### config.mk
export PLATFORM = sky130hd
export DESIGN_NAME = fp_integral_round
export DESIGN_NICKNAME = d
export VERILOG_FILES = /design/src/rtl/fpr_pkg.sv /design/src/rtl/fpr_classify.sv /design/src/rtl/fpr_round_decide.sv /design/src/rtl/fpr_round_core.sv /design/src/rtl/fp_integral_round.sv
export SDC_FILE = /design/constraint.sdc
export NUM_CORES = 1
export LEC_CHECK = 0
export ABC_AREA = 1
export BUFFER_PORTS_ARGS = -buffer_cell sky130_fd_sc_hd__buf_4
export CAP_MARGIN = 20
export CORE_MARGIN = 4
export CORE_UTILIZATION = 55
export CTS_CLUSTER_DIAMETER = 60
export DETAILED_ROUTE_END_ITERATION = 16
export GPL_TIMING_DRIVEN = 0
export PLACE_DENSITY = 0.78
export SYNTH_ARGS = -nofsm -noshare
export SYNTH_HDL_FRONTEND = slang
export SYNTH_SLANG_ARGS = --single-unit
### constraint.sdc
create_clock -name clk -period 17 [get_ports clk]
set_input_delay 3.4 -clock clk [delete_from_list [all_inputs] [get_ports clk]]
set_output_delay 3.4 -clock clk [all_outputs]
set_load 0.02 [all_outputs]
### src/rtl/fpr_pkg.sv
// fpr_pkg: shared encodings for the round-to-integral unit.
// Assumes: the rounding-direction field is three bits wide.
package fpr_pkg;
    typedef enum logic [2:0] {
        RM_NEAR_EVEN = 3'b000,
        RM_TO_ZERO   = 3'b001,
        RM_DOWN      = 3'b010,
        RM_UP        = 3'b011,
        RM_NEAR_MAX  = 3'b100
    } rmode_e;
endpackage

### src/rtl/fpr_classify.sv
// fpr_classify: sorts an operand by exponent and mantissa into the classes
// the rounding datapath needs.
// Assumes: IEEE-754 interchange layout with a biased exponent.
module fpr_classify #(
    parameter int EXP_W = 8,
    parameter int MAN_W = 23
) (
    input  logic [EXP_W-1:0] exp_f,
    input  logic [MAN_W-1:0] man_f,
    output logic             is_nan,
    output logic             is_snan,
    output logic             is_inf,
    output logic             is_zero,
    output logic             is_big,
    output logic             is_small
);
    localparam int BIAS    = (1 << (EXP_W - 1)) - 1;
    localparam int INT_EXP = BIAS + MAN_W;

    // Class decode from exponent and mantissa fields.
    always_comb begin
        is_nan   = (&exp_f) && (|man_f);
        is_snan  = is_nan && !man_f[MAN_W-1];
        is_inf   = (&exp_f) && !(|man_f);
        is_zero  = !(|exp_f) && !(|man_f);
        is_big   = !(&exp_f) && (int'(exp_f) >= INT_EXP);
        is_small = !is_zero && (int'(exp_f) < BIAS);
    end
endmodule

### src/rtl/fpr_round_decide.sv
// fpr_round_decide: decides whether the truncated integral part is
// incremented, from guard, sticky, lsb and sign.
// Assumes: the caller already checked the mode code for legality.
module fpr_round_decide (
    input  fpr_pkg::rmode_e mode,
    input  logic            sign,
    input  logic            lsb,
    input  logic            guard,
    input  logic            sticky,
    output logic            bump
);
    // Per-mode increment rule.
    always_comb begin
        unique case (mode)
            fpr_pkg::RM_NEAR_EVEN: bump = guard && (sticky || lsb);
            fpr_pkg::RM_TO_ZERO:   bump = 1'b0;
            fpr_pkg::RM_DOWN:      bump = sign && (guard || sticky);
            fpr_pkg::RM_UP:        bump = !sign && (guard || sticky);
            fpr_pkg::RM_NEAR_MAX:  bump = guard;
            default:               bump = 1'b0;
        endcase
    end
endmodule

### src/rtl/fpr_round_core.sv
// fpr_round_core: combinational round-to-integral datapath. Handles the
// special classes, magnitudes below one, and the in-range shift-round-renormalize path.
// Assumes: the operand is fully defined; the result is registered by the caller.
module fpr_round_core #(
    parameter int EXP_W = 8,
    parameter int MAN_W = 23
) (
    input  logic [EXP_W+MAN_W:0] op,
    input  logic [2:0]           mode_code,
    input  logic                 nx_en,
    output logic [EXP_W+MAN_W:0] res,
    output logic                 flag_nv,
    output logic                 flag_nx,
    output logic                 mode_bad
);
    localparam int W       = EXP_W + MAN_W + 1;
    localparam int SIG_W   = MAN_W + 1;
    localparam int SH_W    = $clog2(SIG_W) + 1;
    localparam int BIAS    = (1 << (EXP_W - 1)) - 1;
    localparam int INT_EXP = BIAS + MAN_W;
    localparam logic [W-1:0] CANON_NAN =
        {1'b0, {EXP_W{1'b1}}, 1'b1, {(MAN_W-1){1'b0}}};

    logic             sgn;
    logic [EXP_W-1:0] exp_f;
    logic [MAN_W-1:0] man_f;
    assign sgn   = op[W-1];
    assign exp_f = op[W-2:MAN_W];
    assign man_f = op[MAN_W-1:0];

    logic is_nan, is_snan, is_inf, is_zero, is_big, is_small;

    fpr_classify #(.EXP_W(EXP_W), .MAN_W(MAN_W)) u_cls (
        .exp_f   (exp_f),
        .man_f   (man_f),
        .is_nan  (is_nan),
        .is_snan (is_snan),
        .is_inf  (is_inf),
        .is_zero (is_zero),
        .is_big  (is_big),
        .is_small(is_small)
    );

    logic [SIG_W-1:0] sig, int_part, gv, low_mask;
    logic [SH_W-1:0]  sh;
    logic             lsb_s, guard_s, sticky_s, bump;
    logic [SIG_W:0]   sum, mag;

    // Split the significand into integral part, guard and sticky bits.
    always_comb begin
        sig      = {1'b1, man_f};
        sh       = SH_W'(INT_EXP - int'(exp_f));
        int_part = sig >> sh;
        gv       = sig >> (sh - SH_W'(1));
        low_mask = (SIG_W'(1) << (sh - SH_W'(1))) - SIG_W'(1);
        if (is_small) begin
            lsb_s    = 1'b0;
            guard_s  = (int'(exp_f) == BIAS - 1);
            sticky_s = !guard_s || (|man_f);
        end else begin
            lsb_s    = int_part[0];
            guard_s  = gv[0];
            sticky_s = |(sig & low_mask);
        end
    end

    fpr_round_decide u_dec (
        .mode  (fpr_pkg::rmode_e'(mode_code)),
        .sign  (sgn),
        .lsb   (lsb_s),
        .guard (guard_s),
        .sticky(sticky_s),
        .bump  (bump)
    );

    // Increment, shift back and pick the result for each class.
    always_comb begin
        sum      = {1'b0, int_part} + {{SIG_W{1'b0}}, bump};
        mag      = sum << sh;
        mode_bad = (mode_code > 3'd4);
        flag_nv  = 1'b0;
        flag_nx  = 1'b0;
        if (mode_bad) begin
            res = CANON_NAN;
        end else if (is_nan) begin
            res     = CANON_NAN;
            flag_nv = is_snan;
        end else if (is_inf || is_zero || is_big) begin
            res = op;
        end else if (is_small) begin
            res     = bump ? {sgn, EXP_W'(BIAS), {MAN_W{1'b0}}} : {sgn, {(W-1){1'b0}}};
            flag_nx = nx_en;
        end else begin
            if (mag[SIG_W])
                res = {sgn, exp_f + EXP_W'(1), {MAN_W{1'b0}}};
            else
                res = {sgn, exp_f, mag[MAN_W-1:0]};
            flag_nx = nx_en && (guard_s || sticky_s);
        end
    end
endmodule

### src/rtl/fp_integral_round.sv
// fp_integral_round: one-stage registered round-to-integral unit for binary32.
// It registers the core result and flags on each strobed operand.
// Assumes: inputs are defined whenever in_valid is high; there is no backpressure.
module fp_integral_round #(
    parameter int EXP_W = 8,
    parameter int MAN_W = 23
) (
    input  logic                 clk,
    input  logic                 rst_n,
    input  logic                 in_valid,
    input  logic [EXP_W+MAN_W:0] in_value,
    input  logic [2:0]           in_rmode,
    input  logic                 in_signal_inexact,
    output logic                 out_valid,
    output logic [EXP_W+MAN_W:0] out_value,
    output logic                 out_invalid,
    output logic                 out_inexact,
    output logic                 out_bad_mode
);
    localparam int W = EXP_W + MAN_W + 1;
    localparam logic [W-1:0] CANON_NAN =
        {1'b0, {EXP_W{1'b1}}, 1'b1, {(MAN_W-1){1'b0}}};

    logic [W-1:0] core_res;
    logic         core_nv, core_nx, core_bad;

    fpr_round_core #(.EXP_W(EXP_W), .MAN_W(MAN_W)) u_core (
        .op       (in_value),
        .mode_code(in_rmode),
        .nx_en    (in_signal_inexact),
        .res      (core_res),
        .flag_nv  (core_nv),
        .flag_nx  (core_nx),
        .mode_bad (core_bad)
    );

    // Output register: clear on reset, load on each strobe.
    always_ff @(posedge clk) begin
        if (!rst_n) begin
            out_valid    <= 1'b0;
            out_value    <= '0;
            out_invalid  <= 1'b0;
            out_inexact  <= 1'b0;
            out_bad_mode <= 1'b0;
        end else begin
            out_valid <= in_valid;
            if (in_valid) begin
                out_value    <= core_res;
                out_invalid  <= core_nv;
                out_inexact  <= core_nx;
                out_bad_mode <= core_bad;
            end
        end
    end

    logic in_nan, in_snan, in_legal;
    assign in_nan   = (&in_value[W-2:MAN_W]) && (|in_value[MAN_W-1:0]);
    assign in_snan  = in_nan && !in_value[MAN_W-1];
    assign in_legal = (in_rmode <= 3'd4);

    AST_VALID_FOLLOWS: assert property (@(posedge clk) disable iff (!rst_n)
        in_valid |=> out_valid);
    AST_IDLE_NO_VALID: assert property (@(posedge clk) disable iff (!rst_n)
        !in_valid |=> !out_valid);
    AST_IDLE_HOLDS: assert property (@(posedge clk) disable iff (!rst_n)
        !in_valid |=> $stable(out_value));
    AST_NAN_CANON: assert property (@(posedge clk) disable iff (!rst_n)
        (in_valid && in_legal && in_nan) |=> (out_value == CANON_NAN));
    AST_NV_ONLY_SNAN: assert property (@(posedge clk) disable iff (!rst_n)
        (in_valid && !(in_legal && in_snan)) |=> !out_invalid);
    AST_QUIET_NO_NX: assert property (@(posedge clk) disable iff (!rst_n)
        (in_valid && !in_signal_inexact) |=> !out_inexact);
    AST_SIGN_KEPT: assert property (@(posedge clk) disable iff (!rst_n)
        (in_valid && in_legal && !in_nan) |=> (out_value[W-1] == $past(in_value[W-1])));
    AST_BAD_MODE: assert property (@(posedge clk) disable iff (!rst_n)
        in_valid |=> (out_bad_mode == !$past(in_legal)));
endmodule

## Yosys cells after proc, flatten, opt, wreduce, memory -nomap -nowiden

Cells that the tools add are included.

| storage, ports and cells | value |
|---|---|
| flip-flop bits (word level) | 36 |
| input bits | 39 |
| output and inout bits | 36 |
| logic and storage cells | 65 |

| operators by class | value |
|---|---|
| $add $sub $neg | 5 |
| magnitude comparators | 3 |
| equal/unequal tests | 4 |
| shifts and indexed selects | 4 |
| muxes and demuxes | 16 |
| bitwise logic cells | 1 |
| reduce and logical (&&, ||, !) cells | 27 |

Operator list:

| kind | count |
|---|---|
| $mux 31 | 3 |
| $mux 32 | 2 |
| $mux 30 | 1 |
| $add 24x1->25 | 1 |
| $shl 25x6->25 | 1 |
| $and 24x24->24 | 1 |
| $reduce_or 24->1 | 1 |
| $shl 1x6->24 const A | 1 |
| $shr 24x6->1 | 1 |
| $shr 24x6->24 | 1 |
| $sub 24x2->24 const B | 1 |
| $reduce_or 23->1 | 1 |
| $logic_and 1x1->1 | 10 |
| $mux 1 | 9 |
| $add 8x1->8 const B | 1 |
| $eq 8x8->1 const B | 1 |
| $ge 8x8->1 const B | 1 |
| $lt 8x7->1 const B | 1 |
| $reduce_and 8->1 | 1 |
| $reduce_or 8->1 | 1 |
| $logic_not 1->1 | 7 |
| $eq 3x2->1 const B | 2 |
| $sub 5x6->6 const A | 1 |
| $sub 6x1->6 const B | 1 |
| other kinds (5) | 9 |

## Longest topological paths before layout

| depth | value |
|---|---|
| depth after elaboration | 17 |
| depth in mapped cells | 52 |
| depth with buffers taken out | 47 |

## Modules after synthesis

A second synthesis with hierarchy kept.

| second synthesis, totals | value |
|---|---|
| cells, all modules | 1439 |
| area, all modules | 7499.7 sq um |

Modules (own cells, without submodules):

| module | instances | cells an instance | area each (sq um) | sequential area each (sq um) |
|---|---|---|---|---|
| fpr_round_core | 1 | 1151 | 5726.7 | 0.0 |
| fp_integral_round | 1 | 225 | 1505.2 | 720.7 |
| fpr_classify | 1 | 45 | 200.2 | 0.0 |
| fpr_round_decide | 1 | 18 | 67.6 | 0.0 |

## Worst setup path after synthesis

Ideal clock, no wire load.

| timing | value |
|---|---|
| path type | input to register |
| start point | input in_value[23] |
| end point | register out_value[30] |
| setup time | 0.109 ns |
| arrival | 8.676 ns |
| required time | 16.891 ns |
| slack | 8.215 ns |
| stages on the path | 52 |
| buffers on the path | 7 |
| cells stage by stage | buf_6 -> inv_4 -> buf_6 -> buf_6 -> clkbuf_1 -> clkbuf_1 -> ha_1 -> buf_4 -> nand3_2 -> nor2_2 -> nand2_1 -> nand2_1 -> nand2_1 -> nor2_1 -> nand2_1 -> ha_1 -> nand2_1 -> nor2_2 -> [... 16 more ...] -> inv_1 -> nor2_2 -> nand2_1 -> nor2_1 -> nand2_1 -> nand2_1 -> nand3_1 -> nand3_2 -> nand3_2 -> nand3_2 -> nand3_4 -> nor2_4 -> buf_6 -> nand3_2 -> a21oi_1 -> o21ai_1 -> nand2_1 -> inv_1 |

| on the way | value |
|---|---|
| longest elaborated chain between the ends | 17 |
| elaborated cells on any way between the ends | 42 |

RTL lines:

| item | line | source |
|---|---|---|
| start, declared | fp_integral_round.sv:11 | `input logic [EXP_W+MAN_W:0] in_value,` |
| $sub 5x6->6 | fpr_round_core.sv:52 | `sh = SH_W'(INT_EXP - int'(exp_f));` |
| $sub 6x1->6 | fpr_round_core.sv:54, fpr_round_core.sv:55 |  |
| $shl 1x6->24 | fpr_round_core.sv:55 | `low_mask = (SIG_W'(1) << (sh - SH_W'(1))) - SIG_W'(1);` |
| $sub 24x2->24 | fpr_round_core.sv:55 |  |
| $and 24x24->24 | fpr_round_core.sv:63 | `sticky_s = \|(sig & low_mask);` |
| $reduce_or 24->1 | fpr_round_core.sv:63 |  |
| $mux 1 | fpr_round_core.sv:56 | `if (is_small) begin` |
| $logic_or 1x1->1, on equally long branches | fpr_round_decide.sv:17, fpr_round_decide.sv:18, fpr_round_decide.sv:15 |  |
| $logic_and 1x1->1, on equally long branches | fpr_round_decide.sv:18, fpr_round_decide.sv:15, fpr_round_decide.sv:17 |  |
| $pmux 1 s4 | fpr_round_decide.sv:14 | `unique case (mode)` |
| $add 24x1->25 | fpr_round_core.sv:78 | `sum = {1'b0, int_part} + {{SIG_W{1'b0}}, bump};` |
| $shl 25x6->25 | fpr_round_core.sv:79 | `mag = sum << sh;` |
| $mux 31 | fpr_round_core.sv:94 | `if (mag[SIG_W])` |
| $mux 31 | fpr_round_core.sv:90 | `end else if (is_small) begin` |
| $mux 31 | fpr_round_core.sv:88 | `end else if (is_inf \|\| is_zero \|\| is_big) begin` |
| $mux 32 * | fpr_round_core.sv:85 | `end else if (is_nan) begin` |
| $mux 32 * | fpr_round_core.sv:83 | `if (mode_bad) begin` |
| end signal, assigned | fp_integral_round.sv:48 | `out_value <= core_res;` |
| end, declared | fp_integral_round.sv:15 | `output logic [EXP_W+MAN_W:0] out_value,` |

Mark *: on every way between the ends. The rest lies on a longest branch, timed or not.
A chain may end at the register's enable or synchronous reset.

## Final worst setup path

| timing | value |
|---|---|
| start point | input in_value[23] |
| end point | register out_value[18] |

The elaborated chain is that of the path after synthesis.

==> results.yml <==
status:
  status: "complete, no violations"
yosys:
  synth_seq_area_share: 0.102
  netlist_instances: 1355
  syn-num-nets: 1404
  synth_compound_area_frac: 0.145
  syn_area_mm2: 0.00706
  synth_area_per_cell_um2: 5.21
  ys.flop_type: "dfxtp_1"
  synth-async-reset-ratio: 0
  synth-edff-count: 0
  synth-seq-cells: 36
  synthXorXnorAreaFrac: 0.00124
  synthTopCellsByArea: "nand2_1 (23%), nand3_1 (19%), dfxtp_1 (10%), nor2_1 (6.8%), o21ai_0 (5.7%)"
  synth_top_area_cell: "nand2_1"
  synth.distinct_cells: 48
  synth_top_family_by_area: "simple AND/OR/NAND/NOR gates"
  synthSimpleGateAreaFrac: 0.620
  synth_adder_area_share: 0.0177
  synthMuxAreaShare: 0
  yosys.area.top_type_share: 0.232
  yosysWarnings: 0
sta:
  skew_ps: 0
  finalHoldViolations: 0
  slew_viol_final: 0
  max-slew-margin-rel: 0.505
  setup_viol: 0
  rsz0062_at_grt: "false"
  clock.fmax_ghz: 0.0916
  min_period_ps: 10920
  final.setup.tns_ps: 0
  period_share: 0.642
  tightest_slew_ps: 732
cells_and_area:
  layout.cells.most_common: "nand2_1"
  final_layout_size_suffix_gt1_frac: 0.145
  final_cell_mix: "nand2_1 (436), nand3_1 (269), nor2_1 (128)"
  syn2layout_area_growth_pct: 12.9
  fin_nets: 1483
  antenna_cells: 0
  finalInstanceArea_mm2: 0.00797
global_route:
  track_usage: 0.400
  grt_pass1_vias: 8679
  antenna_found_initial: 0
  grt_overflow: 0
  grt_pass1_wl_um: 46400
  grt_max_degree: 13
flow_run:
  maxCapViolCount: 0
routing:
  drt_pass1_iterations: 6
  ant_nets: 0
  dr_total_vias: 9921
  routedWlPerCell_um: 18.9
  drt-total-wl_um: 30400
  drc_errors: 0
  viasPerCell: 6.17
  drtIter0Drc: 1601
power:
  ir_drop_uv: 78.6
  power_density_mw_per_mm2: 55.8
  leakage_nw: 4.14
cts:
  hold_buffers: 0
  htreeDepth: 2
  cts_setup_buffers: 0
  cts_buffers: 5
  cts_root_buffer: "clkbuf_16"
  cts_resized: 0
  clk_pin_slew_worst_paths_ps: 50
  clk_path_buf_depth: 2
  cts_tree: "built"
  clock-sinks: 36
  clkLatencyLatePin_ps: 280
placement:
  io_buffers: 72
  dpl.hpwl_um: 24700
  place_congestion: 1.17
  dpl_cell_area_mm2: 0.00782
critical_path:
  cp-startpoint: "in_value[23]"
  max_stage_delay_ps: 600
  worst-path-max-fanout: 11
  ff2ff_path_depth: 2
  cp-start-kind: "input pin"
  cp_slowest_cell: "clkbuf_1"
  r2r-start: "out_value[25]"
  path_class: "in -> reg"
  required_ps: 17220
  cp.arrival_ps: 11140
  endpoint_kind: "flop"
  path_common_cell: "nand2_1"
die:
  io_pins: 75
  design.die.area_mm2: 0.0147
  die_h_um: 121
  core_area_mm2: 0.0126
  rows: 41
  start_util: 0.560
  die_x_um: 121
min_path:
  hold_class: "reg -> reg"
  min_from: "out_value[14]"
  hold_depth: 2
==> metal layers <==
layer  wire, µm  share of wire  track usage  up-vias
met5          0              0            0        -
met4       1480          0.049        0.153        0
met3       4490           0.15        0.131      132
met2      12200           0.40        0.576      754
met1      12300           0.40        0.551     4347
li1           -              -            -     4688
==> logic make-up (layout without fill, tap and decap cells) <==
group | after synthesis | in the layout
flip-flops | 36 | 36
XOR/XNOR | 1 | 1
buffers and inverters | 177 | 257
AND/OR/NAND/NOR | 955 | 955
AO/OA/AOI/OAI | 176 | 176
adder cells (fa/ha/maj) | 10 | 10
==> critical path, delay by kind of cell <==
kind	cells	cell delay [ps]
buffers and inverters	10	2080
AOI/OAI and AO/OA	3	430
and+or+nand+nor	29	4040
adders and majority gates	4	1180
==> power breakdown <==
group	switching, W	internal, W	leakage [nW]
Sequential	0.00000289	0.0000891	0.295
Combinational	0.000181	0.0000790	3.77
Clock	0.0000349	0.0000585	0.0772
Total	0.000219	0.000227	4.14
==> cell usage after synthesis (2+ instances only) <==
library cell and n:
or2_2 2, buf_2 13, a32o_1 2, clkbuf_1 18, nand2_1 436, buf_4 14, buf_1 7, inv_1 105
nand3_2 14, a21oi_1 37, nand4_2 2, dfxtp_1 36, a22o_1 4, nand3_4 2, buf_6 8, nand2_2 28
o41ai_1 6, nand3b_1 2, nand3_1 269, o211ai_1 21, nor3_1 11, o21ai_0 80, nor2_2 20, o21ai_1 9
nand4_1 25, nor2_4 6, nor2_1 128, o2111ai_1 3, a31oi_1 7, nand2_4 6, inv_2 7, ha_1 10
inv_4 2
==> metrics by stage <==
| stage | util | total power [W] | hold slack (ps) | setup slack [ps] | cells |
|---|---|---|---|---|---|
| after detailed placement | 0.620 | 0.000341 | 446 | 6190 | 1599 |
| after floorplan | - | 0.000266 | 531 | 8220 | 1355 |
| after global placement | 0.620 | 0.000340 | 440 | 6200 | 1599 |
| final | 0.632 | 0.000445 | 461 | 6080 | 1607 |
| after global routing | 0.632 | 0.000469 | 472 | 5650 | 1607 |
| after CTS | 0.632 | 0.000434 | 462 | 6470 | 1607 |
==> sequential cells by signal, summed over array words and instances, names as in the netlist <==
name          flops
out_bad_mode      1
out_valid         1
out_value        32
out_invalid       1
out_inexact       1
==> path summary, 6_finish.rpt <==
kind | end | slack [ps]
max | out_value[18] | 6080
max reg2reg | out_value[25] | 16280
min | out_value[14] | 460
min reg2reg | out_value[14] | 460
==> area by class of cell <==
class,instances,area [µm²]
Buffer,61,369
Clock buffer,6,139
Clock inverter,2,13.8
Fill cell,1358,4650
Inverter,116,442
Multi-Input combinational cell,1142,5530
Sequential cell,36,721
Tap cell,172,215
Timing Repair Buffer,72,541
No activity file was read; power rests on OpenSTA's default activity.
